--- config.mk ---
export PLATFORM = sky130hd
export DESIGN_NAME = spis_top
export DESIGN_NICKNAME = d
export VERILOG_FILES = /design/src/rtl/spis_pkg.sv /design/src/rtl/spis_sync.sv /design/src/rtl/spis_fifo.sv /design/src/rtl/spis_top.sv
export SDC_FILE = /design/constraint.sdc
export NUM_CORES = 1
export LEC_CHECK = 0
export ABC_AREA = 1
export BUFFER_PORTS_ARGS = -buffer_cell sky130_fd_sc_hd__buf_2
export CAP_MARGIN = 20
export CORE_ASPECT_RATIO = 1.2
export CORE_MARGIN = 10
export CORE_UTILIZATION = 45
export CTS_BUF_LIST = sky130_fd_sc_hd__clkbuf_2
export CTS_CLUSTER_DIAMETER = 200
export DETAILED_ROUTE_END_ITERATION = 10
export GPL_TIMING_DRIVEN = 0
export PLACE_DENSITY = 0.59
export SYNTH_ARGS = -nofsm -noshare
export SYNTH_HDL_FRONTEND = slang
export SYNTH_SLANG_ARGS = --single-unit
--- constraint.sdc ---
create_clock -name clk -period 3 [get_ports clk]
set_clock_uncertainty 0.05 [all_clocks]
set_input_delay 0.15 -clock clk [delete_from_list [all_inputs] [get_ports clk]]
set_output_delay 0.15 -clock clk [all_outputs]
set_load 0.03 [all_outputs]
--- src/rtl/spis_pkg.sv ---
package spis_pkg;
    // Operation codes carried in command bits [7:5]
    typedef enum logic [2:0] {
        OP_RD_REG  = 3'b000,
        OP_WR_REG  = 3'b001,
        OP_RD_FIFO = 3'b011,
        OP_WR_FIFO = 3'b101
    } spis_op_e;

    localparam int FLD_W = 6;   // width of a threshold or count field
    localparam int STS_W = 5;   // status, enable and clear width

    // Register addresses
    localparam logic [3:0] A_THR = 4'd0;
    localparam logic [3:0] A_STS = 4'd1;
    localparam logic [3:0] A_EN  = 4'd2;
    localparam logic [3:0] A_CLR = 4'd3;
    localparam logic [3:0] A_CNT = 4'd4;
endpackage

--- src/rtl/spis_sync.sv ---
module spis_sync #(
    parameter int             W       = 1,
    parameter logic [W-1:0]   RST_VAL = '0
) (
    input  logic         clk,
    input  logic         rst_n,
    input  logic [W-1:0] d,
    output logic [W-1:0] q
);
    logic [W-1:0] meta_q;

    always_ff @(posedge clk or negedge rst_n) begin
        if (!rst_n) begin
            meta_q <= RST_VAL;
            q      <= RST_VAL;
        end else begin
            meta_q <= d;
            q      <= meta_q;
        end
    end
endmodule

--- src/rtl/spis_fifo.sv ---
module spis_fifo #(
    parameter  int DW    = 8,
    parameter  int DEPTH = 32,              // power of two
    localparam int AW    = $clog2(DEPTH),
    localparam int CW    = $clog2(DEPTH + 1)
) (
    input  logic          clk,
    input  logic          rst_n,
    input  logic          push,
    input  logic [DW-1:0] wdata,
    input  logic          pop,
    output logic [DW-1:0] rdata,
    output logic [CW-1:0] count,
    output logic          full,
    output logic          empty
);
    typedef struct packed {
        logic [AW-1:0] wp;
        logic [AW-1:0] rp;
        logic [CW-1:0] cnt;
    } fifo_st_t;

    fifo_st_t      q, d;
    logic [DW-1:0] mem [DEPTH];
    logic          push_ok, pop_ok;

    assign full  = (q.cnt == CW'(DEPTH));
    assign empty = (q.cnt == '0);
    assign count = q.cnt;
    assign rdata = mem[q.rp];

    always_comb begin
        d       = q;
        push_ok = push && !full;
        pop_ok  = pop && !empty;
        if (push_ok) d.wp = q.wp + AW'(1);
        if (pop_ok)  d.rp = q.rp + AW'(1);
        d.cnt = q.cnt + CW'(push_ok) - CW'(pop_ok);
    end

    always_ff @(posedge clk or negedge rst_n) begin
        if (!rst_n) q <= '0;
        else        q <= d;
    end

    always_ff @(posedge clk) begin
        if (push_ok) mem[q.wp] <= wdata;
    end

    // occupancy never exceeds the depth
    p_count_bound_r12: assert property (@(posedge clk) disable iff (!rst_n)
        q.cnt <= CW'(DEPTH));

    // a push into a full FIFO without a pop leaves it full and unchanged
    p_drop_full_r8: assert property (@(posedge clk) disable iff (!rst_n)
        (full && push && !pop) |=> (full && $stable(q.wp)));
endmodule

--- src/rtl/spis_top.sv ---
module spis_top
    import spis_pkg::*;
#(
    parameter  int FIFO_DEPTH = 32,
    localparam int CW         = $clog2(FIFO_DEPTH + 1)
) (
    input  logic       clk,
    input  logic       rst_n,
    input  logic       spi_sclk_i,
    input  logic       spi_cs_n_i,
    input  logic       spi_mosi_i,
    output logic       spi_miso_o,
    output logic       rx_valid_o,
    output logic [7:0] rx_data_o,
    input  logic       rx_pop_i,
    input  logic       tx_push_i,
    input  logic [7:0] tx_data_i,
    output logic       tx_full_o,
    output logic       irq_o
);
    typedef struct packed {
        logic             sclk_prev;
        logic [2:0]       bitcnt;
        logic [1:0]       bytecnt;   // saturates at 3
        logic [2:0]       op;
        logic [3:0]       addr;
        logic [6:0]       sh_in;
        logic [7:0]       tx_sh;
        logic [7:0]       tx_nxt;
        logic             load;
        logic [3:0]       hi;
        logic [7:0]       rd_lo;
        logic [CW-1:0]    remain;
        logic [11:0]      thr;
        logic [STS_W-1:0] en;
        logic [STS_W-1:0] sts;
    } top_st_t;

    top_st_t q, d;

    logic          sclk_s, cs_s, mosi_s;
    logic          rise, fall, done;
    logic [7:0]    byte_in;
    logic [15:0]   rd_val;
    logic          rx_push, rx_full, rx_empty;
    logic          tx_pop, tx_empty;
    logic [7:0]    tx_rdata;
    logic [CW-1:0] rx_cnt, tx_cnt, n_val;
    logic [FLD_W-1:0] rx_lvl;
    logic [STS_W-1:0] clr, cond;

    spis_sync #(.W(3), .RST_VAL(3'b010)) u_sync (
        .clk(clk), .rst_n(rst_n),
        .d({spi_sclk_i, spi_cs_n_i, spi_mosi_i}),
        .q({sclk_s, cs_s, mosi_s})
    );

    spis_fifo #(.DW(8), .DEPTH(FIFO_DEPTH)) u_rxf (
        .clk(clk), .rst_n(rst_n),
        .push(rx_push), .wdata(byte_in), .pop(rx_pop_i),
        .rdata(rx_data_o), .count(rx_cnt), .full(rx_full), .empty(rx_empty)
    );

    spis_fifo #(.DW(8), .DEPTH(FIFO_DEPTH)) u_txf (
        .clk(clk), .rst_n(rst_n),
        .push(tx_push_i), .wdata(tx_data_i), .pop(tx_pop),
        .rdata(tx_rdata), .count(tx_cnt), .full(tx_full_o), .empty(tx_empty)
    );

    assign rise    = sclk_s && !q.sclk_prev;
    assign fall    = !sclk_s && q.sclk_prev;
    assign done    = rise && (q.bitcnt == 3'd7);
    assign byte_in = {q.sh_in, mosi_s};
    assign rx_lvl  = FLD_W'(rx_cnt);
    assign n_val   = (byte_in[4:0] == 5'd0) ? CW'(FIFO_DEPTH) : CW'(byte_in[4:0]);

    // Register read mux, addressed by the command byte being completed
    always_comb begin
        case (byte_in[4:1])
            A_THR:   rd_val = {4'b0, q.thr};
            A_STS:   rd_val = {{(16-STS_W){1'b0}}, q.sts};
            A_EN:    rd_val = {{(16-STS_W){1'b0}}, q.en};
            A_CNT:   rd_val = {4'b0, rx_lvl, FLD_W'(tx_cnt)};
            default: rd_val = 16'h0000;
        endcase
    end

    always_comb begin
        d           = q;
        rx_push     = 1'b0;
        tx_pop      = 1'b0;
        clr         = '0;
        d.sclk_prev = sclk_s;
        if (cs_s) begin
            d.bitcnt  = '0;
            d.bytecnt = '0;
            d.load    = 1'b0;
            d.tx_sh   = '0;
            d.remain  = '0;
        end else begin
            if (rise) begin
                d.sh_in  = byte_in[6:0];
                d.bitcnt = q.bitcnt + 3'd1;
            end
            if (fall) begin
                if (q.load) begin
                    d.tx_sh = q.tx_nxt;
                    d.load  = 1'b0;
                end else begin
                    d.tx_sh = {q.tx_sh[6:0], 1'b0};
                end
            end
            if (done) begin
                d.load   = 1'b1;
                d.tx_nxt = 8'h00;
                if (q.bytecnt != 2'd3) d.bytecnt = q.bytecnt + 2'd1;
                if (q.bytecnt == 2'd0) begin
                    d.op   = byte_in[7:5];
                    d.addr = byte_in[4:1];
                    case (byte_in[7:5])
                        OP_RD_REG: begin
                            d.tx_nxt = rd_val[15:8];
                            d.rd_lo  = rd_val[7:0];
                        end
                        OP_RD_FIFO: begin
                            tx_pop   = 1'b1;
                            d.tx_nxt = tx_empty ? 8'h00 : tx_rdata;
                            d.remain = n_val - CW'(1);
                        end
                        OP_WR_FIFO: d.remain = n_val;
                        default: ;
                    endcase
                end else begin
                    case (q.op)
                        OP_RD_REG: if (q.bytecnt == 2'd1) d.tx_nxt = q.rd_lo;
                        OP_WR_REG: begin
                            if (q.bytecnt == 2'd1) d.hi = byte_in[3:0];
                            else if (q.bytecnt == 2'd2) begin
                                case (q.addr)
                                    A_THR:   d.thr = {q.hi, byte_in};
                                    A_EN:    d.en  = byte_in[STS_W-1:0];
                                    A_CLR:   clr   = byte_in[STS_W-1:0];
                                    default: ;
                                endcase
                            end
                        end
                        OP_RD_FIFO: if (q.remain != '0) begin
                            tx_pop   = 1'b1;
                            d.tx_nxt = tx_empty ? 8'h00 : tx_rdata;
                            d.remain = q.remain - CW'(1);
                        end
                        OP_WR_FIFO: if (q.remain != '0) begin
                            rx_push  = 1'b1;
                            d.remain = q.remain - CW'(1);
                        end
                        default: ;
                    endcase
                end
            end
        end
        cond  = {!rx_empty, rx_push && rx_full, rx_lvl > q.thr[5:0],
                 rx_empty, rx_lvl < q.thr[5:0]};
        d.sts = (q.sts & ~clr) | cond;
    end

    always_ff @(posedge clk or negedge rst_n) begin
        if (!rst_n) q <= '0;
        else        q <= d;
    end

    assign spi_miso_o = q.tx_sh[7];
    assign rx_valid_o = !rx_empty;
    assign irq_o      = |(q.sts & q.en);

    // with chip select high, MISO is driven low
    p_miso_idle_r11: assert property (@(posedge clk) disable iff (!rst_n)
        cs_s |=> !spi_miso_o);

    // overflow status survives every cycle without a clear of that bit
    p_ovf_sticky_r8: assert property (@(posedge clk) disable iff (!rst_n)
        (q.sts[3] && !clr[3]) |=> q.sts[3]);

    // an empty receive FIFO sets the empty status bit on the next cycle
    p_empty_flag_r7: assert property (@(posedge clk) disable iff (!rst_n)
        (rx_cnt == '0) |=> q.sts[1]);

    // a single command never pushes and pops in the same cycle
    p_push_pop_excl_r2: assert property (@(posedge clk) disable iff (!rst_n)
        $onehot0({rx_push, tx_pop}));
endmodule

==> impl_metrics.py <==
metrics = {
    "clock_network": {
        "clkSlewWorstSetupHoldPaths_ps": 100,
        "h-tree-depth": 4,
        "tritoncts": "built",
        "cts_root_buf": "clkbuf_2",
        "clk_latency_ps": 1370,
        "clk_path_buf_depth": 3,
        "cts_buffers": 156,
        "clock_sinks": 627,
    },
    "timing": {
        "hold_viol": 0,
        "fmax_mhz": 286,
        "worst_pin_slew_ps": 975,
        "min_period_ps": 3500,
        "timing.final.crit_share": 1.17,
        "whs_ps": 199,
        "setup_viol": 8,
        "drv_slew": 0,
        "setup_slack_ps": -500,
        "relSlewSlack": 0.348,
        "rsz0062_at_grt": "yes",
    },
    "run_status": {
        "violations": "negative setup slack",
        "status": "finished with violations",
    },
    "finish": {
        "fill_cells": 5322,
        "final_layout_size_suffix_gt1_frac": 0.174,
        "fin_cells": 3528,
        "nets": 2675,
        "syn2layout_area_growth_pct": 14.6,
    },
    "grt": {
        "grt_remaining_overflow": 0,
        "antenna_found_initial": 2,
        "grt_pass1_wl_um": 114000,
        "grt_util_all_layers": 0.214,
        "grt_max_degree": 64,
        "grt_pass1_vias": 19400,
    },
    "routing": {
        "drtIter0Drc": 1736,
        "drc_errors": 0,
        "ant_nets": 0,
        "wire_per_inst_um": 21.1,
        "totalWireLength_um": 74300,
        "dr.pass1.iters": 5,
        "num_vias": 19000,
        "via_per_inst": 5.40,
    },
    "floorplanning": {
        "io_pins": 27,
        "core_area_sq_um": 58500,
        "initial_core_util": 0.456,
        "die_y_um": 287,
        "die_area_sq_um": 69400,
        "die_w_um": 242,
        "row_count": 97,
    },
    "job": {
        "drv_cap": 0,
    },
    "synthesis": {
        "syn_area_per_cell_sq_um": 11.2,
        "synthesis.nets": 2432,
        "synth-edff-count": 512,
        "synth_ff_type": "edfxtp_1",
        "synth-async-reset-ratio": 0.183,
        "ys_types": 48,
        "syn_inst": 2373,
        "synth_seq_cells": 627,
        "seq_area_frac_synth": 0.685,
        "ys_warn_count": 0,
        "synth_area_sq_um": 26700,
    },
    "setup_path": {
        "cp.required_ps": 2800,
        "endpoint_kind": "output pin",
        "cp.arrival_ps": 3300,
        "worstReg2RegStart": "u_txf.count[2]$_DFF_PN0_",
        "start_kind": "register",
        "critPathKind": "reg2out",
        "crit_start": "u_rxf.q[6]$_DFFE_PN0N_",
        "crit_fanout": 10,
    },
    "worst_hold_path": {
        "min_from": "rx_pop_i",
        "worstHoldPathType": "in2reg",
    },
    "pwr": {
        "p_per_area_nw_per_um2": 749,
        "power_mw": 22.9,
        "p_leak_nw": 11.8,
        "vdd_ir_drop_max_mv": 0.476,
    },
    "place": {
        "dp_hpwl_um": 50000,
        "io_buffers": 26,
        "dp.cells": 3200,
        "gp_congestion": 0.880,
    },
}
==> cell type report <==
| class | count | area (sq um) | share of cell area |
|---|---|---|---|
| diodes | 6 | 15.0 | 0.000491 |
| plain buffers | 105 | 697 | 0.0228 |
| clock buffers | 217 | 1090 | 0.0355 |
| clock inverters | 55 | 362 | 0.0118 |
| inverters | 188 | 722 | 0.0236 |
| multi-input cells | 1451 | 7460 | 0.244 |
| flip-flops and latches | 627 | 18300 | 0.598 |
| well taps | 792 | 991 | 0.0324 |
| repair buffers | 87 | 968 | 0.0317 |
==> routing by layer <==
metal,vias up,global-route usage,share of wire
met3,175,0.0446,0.063
met2,749,0.376,0.51
met5,-,0,0
met4,0,0.0994,0.038
li1,8869,-,-
met1,9248,0.248,0.39
==> flip-flops by register name, summed over array words and instances, names as in the netlist <==
register,cells
u_txf.mem,256
u_txf.count,6
u_rxf.q,10
u_sync.meta_q,3
u_rxf.count,6
spi_miso_o,1
u_sync.q,3
q,69
byte_in,7
u_txf.q,10
u_rxf.mem,256
==> power breakdown <==
part	leakage [nW]	switching (mW)	internal, mW
Sequential	6.16	0.360	10.0
Clock	1.07	3.45	2.39
Combinational	4.54	4.48	2.19
Total	11.8	8.29	14.6
==> cell usage after synthesis (4+ instances only) <==
library cell	n	share of area
ha_1	42	0.020
a221oi_1	5	0.0016
nand3_1	153	0.029
xor2_1	24	0.0079
buf_4	7	0.0020
a21oi_1	38	0.0071
o221ai_1	7	0.0023
o211ai_1	43	0.012
buf_1	4	0.00056
o211a_1	4	0.0015
nand2_2	5	0.0012
dfrtp_1	113	0.11
o21ai_1	25	0.0047
nor3_2	4	0.0015
inv_2	7	0.00099
nand4_1	13	0.0030
clkbuf_1	53	0.0075
o21ai_0	263	0.049
nor3_1	6	0.0011
nor2_1	323	0.045
clkinv_1	9	0.0013
o22ai_1	60	0.014
buf_2	43	0.0081
inv_1	170	0.024
nand2_1	405	0.057
edfxtp_1	512	0.58
==> final timing paths <==
kind                                              end  slack (ps)  depth (start not counted)
min                            u_rxf.q[6]$_DFFE_PN0N_         200                          5
min in group asynchronous  u_sync.meta_q[0]$_DFF_PN0_         370                          5
max                                      rx_data_o[3]        -500                          9
max in group asynchronous              q[0]$_DFF_PN0_        1880                          6
min reg2reg                     u_sync.q[2]$_DFF_PN0_         300                          0
max reg2reg                u_txf.mem[30][4]$_DFFE_PP_         160                          7
==> cells by family (layout without fill, tap and decap cells) <==
kind of cell | after synthesis | after routing | share of synthesized area
and+or+nand+nor | 926 | 926 | 0.145
other | 0 | 6 | 0
DFF | 627 | 627 | 0.685
AOI/OAI and AO/OA | 455 | 455 | 0.0959
xor gates and xnor gates | 26 | 26 | 0.00854
adders and majority gates | 44 | 44 | 0.0212
buffers and inverters | 295 | 652 | 0.0447
==> worst max-delay path: stages (launching register included) <==
cell      delay, ps
dfrtp_2         490
buf_6           170
clkbuf_4        210
nor2_1          150
o22ai_1         100
o211ai_1        340
nand2_1         140
nand2_1         110
inv_1            40
clkbuf_4        170
==> metrics by stage <==
stage                     utilization  area [sq um]  worst slack, ps  setup TNS [ps]
after global placement          0.475         27800             -839           -4080
after CTS                       0.518         30300             -553           -4210
final                           0.522         30600             -500           -3600
after floorplan                     -         26700              167               0
after detailed placement        0.479         28000             -400           -1730
after global routing            0.522         30600             -622           -4840
==> cells in the final DEF (no fill, tap or decap), types with 11 or more instances in the layout <==
| cell | instances |
|---|---|
| nand2_1 | 398 |
| clkbuf_4 | 11 |
| dfrtp_1 | 108 |
| clkbuf_1 | 25 |
| inv_1 | 163 |
| nand3_1 | 146 |
| o22ai_1 | 60 |
| edfxtp_1 | 512 |
| inv_2 | 16 |
| nor2_1 | 296 |
| a21oi_1 | 30 |
| o211ai_1 | 43 |
| o21ai_1 | 43 |
| clkbuf_2 | 225 |
| buf_6 | 14 |
| nand2_2 | 11 |
| ha_1 | 40 |
| xor2_1 | 24 |
| buf_4 | 20 |
| dlygate4sd3_1 | 32 |
| clkinv_1 | 43 |
| o21ai_0 | 238 |
| buf_2 | 51 |
| nor2_2 | 23 |
| nand4_1 | 13 |
==> what timing repair did <==
action,in CTS,in global routing
resized for setup,125,90
endpoints found under the setup margin,28,165
setup buffers,9,1
hold endpoints to repair,564,0
pin swaps,19,22
hold buffers,39,0
cloned,1,0
Power figures use the tool's default switching activity.
